===== src/rtl/brk_ctrl_pkg.sv =====
package brk_ctrl_pkg;

  localparam int INSTR_W = 18;

  localparam logic [3:0] OP_XCT = 4'b1000;
  localparam logic [3:0] OP_IOT = 4'b1110;
  localparam logic [3:0] OP_OPR = 4'b1111;
  localparam int         HALT_BIT = 5;

  localparam logic [INSTR_W-1:0] W_INT_OFF  = 18'o700002;
  localparam logic [INSTR_W-1:0] W_INT_ON   = 18'o700042;
  localparam logic [INSTR_W-1:0] W_TRAP_ON  = 18'o700062;

  typedef enum logic [1:0] {
    MC_NONE,
    MC_INT_OFF,
    MC_INT_ON,
    MC_TRAP_ON
  } mode_cmd_e;

  function automatic mode_cmd_e decode_cmd(input logic [INSTR_W-1:0] w);
    if (w == W_INT_OFF)      return MC_INT_OFF;
    else if (w == W_INT_ON)  return MC_INT_ON;
    else if (w == W_TRAP_ON) return MC_TRAP_ON;
    else                     return MC_NONE;
  endfunction

  function automatic logic is_guarded(input logic [INSTR_W-1:0] w,
                                      input logic [3:0] target_op);
    logic [3:0] op;
    op = w[INSTR_W-1 -: 4];
    return (op == OP_IOT) ||
           (op == OP_XCT && target_op == OP_XCT) ||
           (op == OP_OPR && w[HALT_BIT]);
  endfunction

endpackage


===== src/rtl/brk_decode.sv =====
module brk_decode
  import brk_ctrl_pkg::*;
(
  input  logic [INSTR_W-1:0] instr,
  input  logic [3:0]         subj_op,
  input  logic               trap_md,
  output mode_cmd_e          cmd,
  output logic               trap_hit
);
  always_comb begin
    cmd      = decode_cmd(instr);
    trap_hit = trap_md && is_guarded(instr, subj_op);
  end
endmodule


===== src/rtl/brk_arbiter.sv =====
module brk_arbiter (
  input  logic exec_stb,
  input  logic trap_hit,
  input  logic int_due,
  output logic take_trap,
  output logic take_int,
  output logic go
);
  always_comb begin
    take_trap = exec_stb && trap_hit;
    take_int  = exec_stb && int_due && !trap_hit;
    go        = exec_stb && !trap_hit && !int_due;
  end
endmodule


===== src/rtl/brk_mode_regs.sv =====
module brk_mode_regs
  import brk_ctrl_pkg::*;
(
  input  logic      clk,
  input  logic      rst_n,
  input  logic      go,
  input  mode_cmd_e cmd,
  input  logic      trap_sw,
  input  logic      take_trap,
  input  logic      take_int,
  output logic      ie,
  output logic      trap_md,
  output logic      ext_md,
  output logic      defer
);
  always_ff @(posedge clk) begin
    if (!rst_n) begin
      ie      <= 1'b0;
      trap_md <= 1'b0;
      ext_md  <= 1'b0;
      defer   <= 1'b0;
    end else if (take_trap) begin
      ie      <= 1'b0;
      trap_md <= 1'b0;
      ext_md  <= 1'b1;
      defer   <= 1'b0;
    end else if (take_int) begin
      ie      <= 1'b0;
      trap_md <= 1'b0;
      ext_md  <= 1'b0;
      defer   <= 1'b0;
    end else if (go) begin
      defer <= 1'b0;
      unique case (cmd)
        MC_INT_OFF: ie <= 1'b0;
        MC_INT_ON: begin
          ie    <= 1'b1;
          defer <= 1'b1;
        end
        MC_TRAP_ON: begin
          ie      <= 1'b1;
          defer   <= 1'b1;
          trap_md <= trap_sw;
        end
        default: ;
      endcase
    end
  end
endmodule


===== src/rtl/brk_ctrl.sv =====
module brk_ctrl
  import brk_ctrl_pkg::*;
#(
  parameter int                AW        = 15,
  parameter int                NFLAG     = 14,
  parameter logic [NFLAG-1:0]  CONN_MASK = '1,
  localparam int               W         = AW + 3
) (
  input  logic               clk,
  input  logic               rst_n,
  input  logic               exec_stb,
  input  logic [INSTR_W-1:0] instr,
  input  logic [3:0]         subj_op,
  input  logic [AW-1:0]      pc,
  input  logic               link,
  input  logic               trap_sw,
  input  logic [NFLAG-1:0]   dev_flags,
  output logic               brk_we,
  output logic [W-1:0]       brk_word,
  output logic               pc_load,
  output logic [AW-1:0]      pc_next,
  output logic               instr_go,
  output logic               ie_o,
  output logic               trap_o,
  output logic               ext_o
);
  localparam logic [AW-1:0] VEC_INT  = AW'(1);
  localparam logic [AW-1:0] VEC_TRAP = AW'(2);

  function automatic logic [W-1:0] pack_state(input logic l, input logic e,
                                              input logic t, input logic [AW-1:0] p);
    return {l, e, t, p};
  endfunction

  mode_cmd_e cmd;
  logic trap_hit, int_due, flag_any;
  logic take_trap, take_int, go;
  logic ie, trap_md, ext_md, defer;
  logic [AW-1:0] saved_pc;

  brk_decode u_dec (
    .instr    (instr),
    .subj_op  (subj_op),
    .trap_md  (trap_md),
    .cmd      (cmd),
    .trap_hit (trap_hit)
  );

  assign flag_any = |(dev_flags & CONN_MASK);
  assign int_due  = ie && !defer && flag_any;

  brk_arbiter u_arb (
    .exec_stb  (exec_stb),
    .trap_hit  (trap_hit),
    .int_due   (int_due),
    .take_trap (take_trap),
    .take_int  (take_int),
    .go        (go)
  );

  brk_mode_regs u_modes (
    .clk       (clk),
    .rst_n     (rst_n),
    .go        (go),
    .cmd       (cmd),
    .trap_sw   (trap_sw),
    .take_trap (take_trap),
    .take_int  (take_int),
    .ie        (ie),
    .trap_md   (trap_md),
    .ext_md    (ext_md),
    .defer     (defer)
  );

  always_comb begin
    saved_pc = take_trap ? pc + AW'(1) : pc;
    brk_we   = take_trap || take_int;
    pc_load  = brk_we;
    pc_next  = take_trap ? VEC_TRAP : VEC_INT;
    brk_word = pack_state(link, ext_md, trap_md, saved_pc);
    instr_go = go;
    ie_o     = ie;
    trap_o   = trap_md;
    ext_o    = ext_md;
  end
endmodule


===== config.mk =====
export PLATFORM = sky130hd
export DESIGN_NAME = brk_ctrl
export DESIGN_NICKNAME = d
export VERILOG_FILES = /design/src/rtl/brk_ctrl_pkg.sv /design/src/rtl/brk_decode.sv /design/src/rtl/brk_arbiter.sv /design/src/rtl/brk_mode_regs.sv /design/src/rtl/brk_ctrl.sv
export SDC_FILE = /design/constraint.sdc
export NUM_CORES = 1
export LEC_CHECK = 0
export ABC_CLOCK_PERIOD_IN_PS = 2300
export BUFFER_PORTS_ARGS = -buffer_cell sky130_fd_sc_hd__buf_2
export CAP_MARGIN = 30
export CORE_MARGIN = 2
export CORE_UTILIZATION = 33
export CTS_CLUSTER_DIAMETER = 30
export CTS_CLUSTER_SIZE = 30
export DETAILED_ROUTE_END_ITERATION = 16
export PLACE_DENSITY = 0.85
export SLEW_MARGIN = 5
export SYNTH_ARGS = -nofsm -noshare
export SYNTH_HDL_FRONTEND = slang
export SYNTH_SLANG_ARGS = --single-unit

===== constraint.sdc =====
create_clock -name clk -period 2.3 [get_ports clk]
set_input_delay 0.23 -clock clk [delete_from_list [all_inputs] [get_ports clk]]
set_output_delay 0.23 -clock clk [all_outputs]
set_load 0.01 [all_outputs]

# --- Word-level counts from Yosys, hierarchy flattened ---
# Cells that the tools add are included.
op_classes:
  addsub: 1
  n_eq_ne: 10
  mux: 9
  bitwise_logic: 1
  reduce_logical: 23
op_table:
  columns: ["op", "count"]
  rows:
  - ["18-bit == test, second input constant", 3]
  - ["4-bit == test, second input constant", 4]
  - ["15-bit by 1-bit adder with 15-bit output, second input constant", 1]
  - ["15-bit two-way mux", 1]
  - ["14-bit OR reduction", 1]
  - ["1-bit logical AND", 10]
  - ["2-bit two-way mux", 4]
  - ["2-bit == test, second input constant", 2]
  - ["2-bit AND reduction", 2]
  - ["2-bit nonzero test", 2]
  - ["1-bit logical NOT", 3]
  - ["1-bit logical OR", 3]
  - ["1-bit two-way mux", 3]
  - ["3-bit OR reduction", 1]
  - ["2-bit by 1-bit == test with 1-bit output, second input constant", 1]
  - ["1-bit one-hot mux with 2 select lines", 1]
  - ["2-bit OR reduction", 1]
  - ["1-bit NOT", 1]
word_totals:
  reg_bits: 4
  in_bits: 56
  out_inout_bits: 39
  word_cells: 48

# --- Depth between registers and ports, before layout ---
depth:
  ltp_word: 9
  ltp_mapped: 6

# --- Cells and area by module ---
# A second synthesis with hierarchy kept.
unflattened:
  hier_cells: 102
  hier_area_um2: 827.0
by_module_without_submodules:
  columns: ["mod", "n_inst", "cells_each", "area_each_um2", "seq_area_each_um2"]
  rows:
  - ["brk_ctrl", 1, 68, 519.2, 0.0]
  - ["brk_mode_regs", 1, 16, 173.9, 80.1]
  - ["brk_decode", 1, 15, 105.1, 0.0]
  - ["brk_arbiter", 1, 3, 28.8, 0.0]

# --- Least setup slack after synthesis ---
# Ideal clock, no wire load.
synth_path:
  path_kind: "in2out"
  startpoint: "input subj_op[2]"
  endpoint: "output brk_word[1]"
  t_arrival_ns: 1.698
  required_ns: 2.070
  slack_ns: 0.372
  stages: 5
  cell_sequence: "or4b_4 > o22ai_4 > and2_4 > buf_12 > mux2_1"
synth_between:
  elab_chain_len: 7
synth_lines:
  columns: ["item", "line_no", "text"]
  rows:
  - ["from (decl)", "brk_ctrl.sv:13", "input logic [3:0] subj_op,"]
  - ["4-bit == test", "brk_ctrl_pkg.sv:33", "(op == OP_XCT && target_op == OP_XCT) ||"]
  - ["1-bit logical AND", "brk_ctrl_pkg.sv:33", null]
  - ["1-bit logical OR", "brk_ctrl_pkg.sv:32", "return (op == OP_IOT) ||"]
  - ["1-bit logical OR", "brk_ctrl_pkg.sv:33", null]
  - ["1-bit logical AND", "brk_decode.sv:12", "trap_hit = trap_md && is_guarded(instr, subj_op);"]
  - ["1-bit logical AND", "brk_arbiter.sv:10", "take_trap = exec_stb && trap_hit;"]
  - ["via take_trap", "brk_ctrl.sv:37", "logic take_trap, take_int, go;"]
  - ["15-bit two-way mux", "brk_ctrl.sv:76", "saved_pc = take_trap ? pc + AW'(1) : pc;"]
  - ["to (decl)", "brk_ctrl.sv:19", "output logic [W-1:0] brk_word,"]
# The timed path passes the listed nets, and every way through them passes these cells.

# --- Worst setup path after layout ---
layout_path:
  startpoint: "input subj_op[2]"
  endpoint: "output brk_word[1]"
layout_between:
  elab_chain_len: 7
layout_lines:
  columns: ["item", "line_no"]
  rows:
  - ["4-bit == test", "brk_ctrl_pkg.sv:33"]
  - ["1-bit logical AND", "brk_ctrl_pkg.sv:33"]
  - ["1-bit logical OR", "brk_ctrl_pkg.sv:32"]
  - ["1-bit logical OR", "brk_ctrl_pkg.sv:33"]
  - ["1-bit logical AND", "brk_decode.sv:12"]
  - ["1-bit logical AND", "brk_arbiter.sv:10"]
  - ["15-bit two-way mux", "brk_ctrl.sv:76"]
# Every way passes these cells.

==> summary.txt <==
Floorplan
  • Die Width: 53.6 um
  • Initial Util: 35.7%
  • Core area: 2280 sq um
  • Die area: 2880 sq um
  • Die height: 53.6 um
  • Row cnt: 17
  • Top-level I/O count: 95

Layout
  • Design Area, Final: 1160 sq um
  • N_diodes: 0
  • Final #Nets: 237
  • Fill count: 245
  • Layout cell share with drive strength beyond 1: 53.9%
  • Most frequent cells in the layout: buf_2, conb_1, nand2_1
  • Most common cell after layout, fill and taps aside: buf_2
  • Area delta synth->final: 42.2%

Pwr
  • Switching power share of the total: 32.4%
  • Total Power: 0.279 mW
  • P per Cell Area: 242 nW/um^2
  • Comb power frac: 43.7%
  • Flop pwr share: 25.0%
  • Maximum vdd drop: 201 uV
  • Clock network power share: 31.3%
  • Pleak: 0.609 nW
  • Psw: 0.0905 mW
  • P_int: 0.189 mW

Timing
  • Final number of hold-violating endpoints: 0
  • Fmax: 0.467 GHz
  • Setup ws final: 0.157 ns
  • # setup viols final: 0
  • RSZ-0062 raised after global routing: no
  • Fin crit share: 93.2%
  • Setup_tns: 0 ns
  • Fin crit period: 2.14 ns
  • Final Max Slew Viols: 0
  • Clock skew: 0.000342 ns

CTS
  • Clock-pin slew on the worst setup and hold paths: 0.04 ns
  • Clk root buf: clkbuf_4
  • Post-CTS Setup Bufs: 0
  • Post_cts resized: 0
  • Clock Sinks: 4
  • CTS Hold Bufs: 0
  • Clock buffer count from CTS: 3
  • CTS tree: built
  • H-tree depth: 1
  • Clock Latency Late Sink: 0.23 ns
  • Max Root-Sink Buffers: 2

Drt
  • Number of vias per cell: 4.50
  • DR iter-0 viols: 4
  • Drt wl/cell: 10.3 um
  • Vias: 928
  • Routed WL: 2.12 mm
  • DRC: 0
  • Antenna-violating nets left: 0
  • Drt pass-1 iters: 3

Synth
  • Avg Synthesized Cell Area: 7.90 sq um
  • Synth top area share: 16.6%
  • Synth cell types: 33
  • Seq/Total Area, Yosys: 9.85%
  • Synth Area in Compound Gates: 9.54%
  • Main combinational cell family by area after synthesis: simple AND/OR/NAND/NOR gates
  • Top cell type by total area after synthesis: buf_4
  • Post-Synth XOR/XNOR Area: 16.0%
  • Post-Synth Simple-Gate Area: 39.4%
  • Mapped Cells: 103
  • YS warnings: 0
  • Post-synthesis mux area share: 1.38%
  • Synth Area in Adders: 1.54%
  • Mapped cell area: 813 sq um
  • Top cells by area, synth: buf_4, dfxtp_1, xor2_1
  • Number of synthesized register bits: 4

Setup path
  • Slowest CP cell: or4b_4
  • Most frequent CP cell: buf_2
  • Class of the most critical setup path: in2out
  • R2R depth: 5
  • Startpoint Class: input port
  • R2R Path Start: u_modes.trap_md
  • Critical Path Max Stage Delay: 0.54 ns
  • CP Capture Type: output pin
  • Worst R2R End: u_modes.ext_md
  • Worst EP arrival: 1.91 ns
  • Cell breakdown of the critical path: buf_2, or4b_4, o22ai_4, and2_4, mux2_1, buf_2
  • CP Buf/Inv Count: 2
  • Delay-heaviest family, CP: simple AND/OR/NAND/NOR gates
  • Reg-to-reg slack, setup: 0.97 ns
  • Max FO, Critical Path: 8
  • Req. time, crit path: 2.07 ns

Global routing
  • Global route overflow: 0
  • First-pass GRT wire length: 3.27 mm
  • Vias in the first global route: 819
  • Antenna violations before repair: 0
  • Largest net degree at the start of global routing: 9
  • Tot GR Track Use: 15.2%

Placed design
  • Placer Congestion: 0.771
  • Post-DP HPWL: 1.99 mm
  • Port bufs: 79
  • Post-Place Worst Slack: 0.146 ns
  • Placed cell areas: 1130 sq um

Worst hold path
  • Hold endpoint: u_modes.ext_md
  • Hold path cells: 2
  • Worst min path class: in2reg
  • Worst min-delay path startpoint: rst_n

Job
  • Max-Cap Viols: 0

Run status
  • Outcome: completed
worst max-delay path by stage:
stage | start | endpoint | slack [ns] | cells past startpoint
finish | subj_op[2] | brk_word[1] | 0.16 | 6
global route | subj_op[2] | brk_word[1] | 0.09 | 6
CTS | subj_op[2] | brk_word[1] | 0.14 | 6
detailed placement | subj_op[2] | brk_word[1] | 0.15 | 6
global placement | subj_op[2] | brk_word[1] | 0.18 | 6
floorplan | subj_op[2] | brk_word[1] | 0.37 | 5
through the flow:
step                hold WS, ns  std cells  util, %
floorplan                 0.358        115        -
global placement          0.456        203     49.8
detailed placement        0.460        203     49.8
CTS                       0.223        206     50.8
global route              0.237        206     50.8
finish                    0.230        206     50.8
routing by layer:
| layer | track usage [%] | wire length, um | vias up |
|---|---|---|---|
| met4 | 2.56 | 0 | 0 |
| met2 | 31.3 | 1170 | 48 |
| met3 | 4.17 | 239 | 0 |
| li1 | - | - | 478 |
| met5 | 0 | 0 | - |
| met1 | 14.8 | 705 | 402 |
flip-flops by register name, summed over array words and instances, names as in the netlist:
name	flops
u_modes.defer	1
u_modes.ext_md	1
u_modes.ie	1
u_modes.trap_md	1
Yosys cell counts:
library cell,count
buf_4,18
nand2_1,8
nor2_1,7
xor2_1,7
inv_1,6
xnor2_1,6
a21oi_1,5
nand3_1,5
and3_1,4
dfxtp_1,4
nor4_1,4
and2_1,2
nand3_2,2
nand4_1,2
nor2b_1,2
nor3_1,2
nor3_2,2
or4b_4,2
a221oi_2,1
a31o_2,1
a32oi_1,1
and2_4,1
and4_4,1
buf_12,1
conb_1,1
ha_1,1
mux2_1,1
nand2b_1,1
nand3_4,1
nand4_4,1
nor4b_1,1
o22ai_4,1
xnor2_2,1
cell type report:
cell class	count	area, sq um	share of cell area (%)
flip-flops and latches	4	80.1	6.93
well taps	28	35.0	3.03
repair buffers	79	395	34.2
multi-input cells	86	601	51.9
clock buffers	3	22.5	1.95
inverters	6	22.5	1.95
logic make-up (layout without fill, tap and decap cells):
| logic type | count (synthesis) | after routing |
|---|---|---|
| muxes | 1 | 1 |
| DFF | 4 | 4 |
| buffers and inverters | 25 | 88 |
| AOI/OAI and AO/OA | 9 | 9 |
| adders and majority gates | 1 | 1 |
| and+or+nand+nor | 48 | 48 |
| other | 1 | 13 |
| xor gates and xnor gates | 14 | 14 |
power groups by stage:
stage / combinational, mW / clock, mW / sequential [mW]
floorplan: 0.0694 / 0 / 0.0708
global placement: 0.120 / 0 / 0.0708
detailed placement: 0.122 / 0 / 0.0708
CTS: 0.123 / 0.0922 / 0.0697
global route: 0.136 / 0.0941 / 0.0697
finish: 0.122 / 0.0876 / 0.0697
Power figures use the tool's default switching activity.
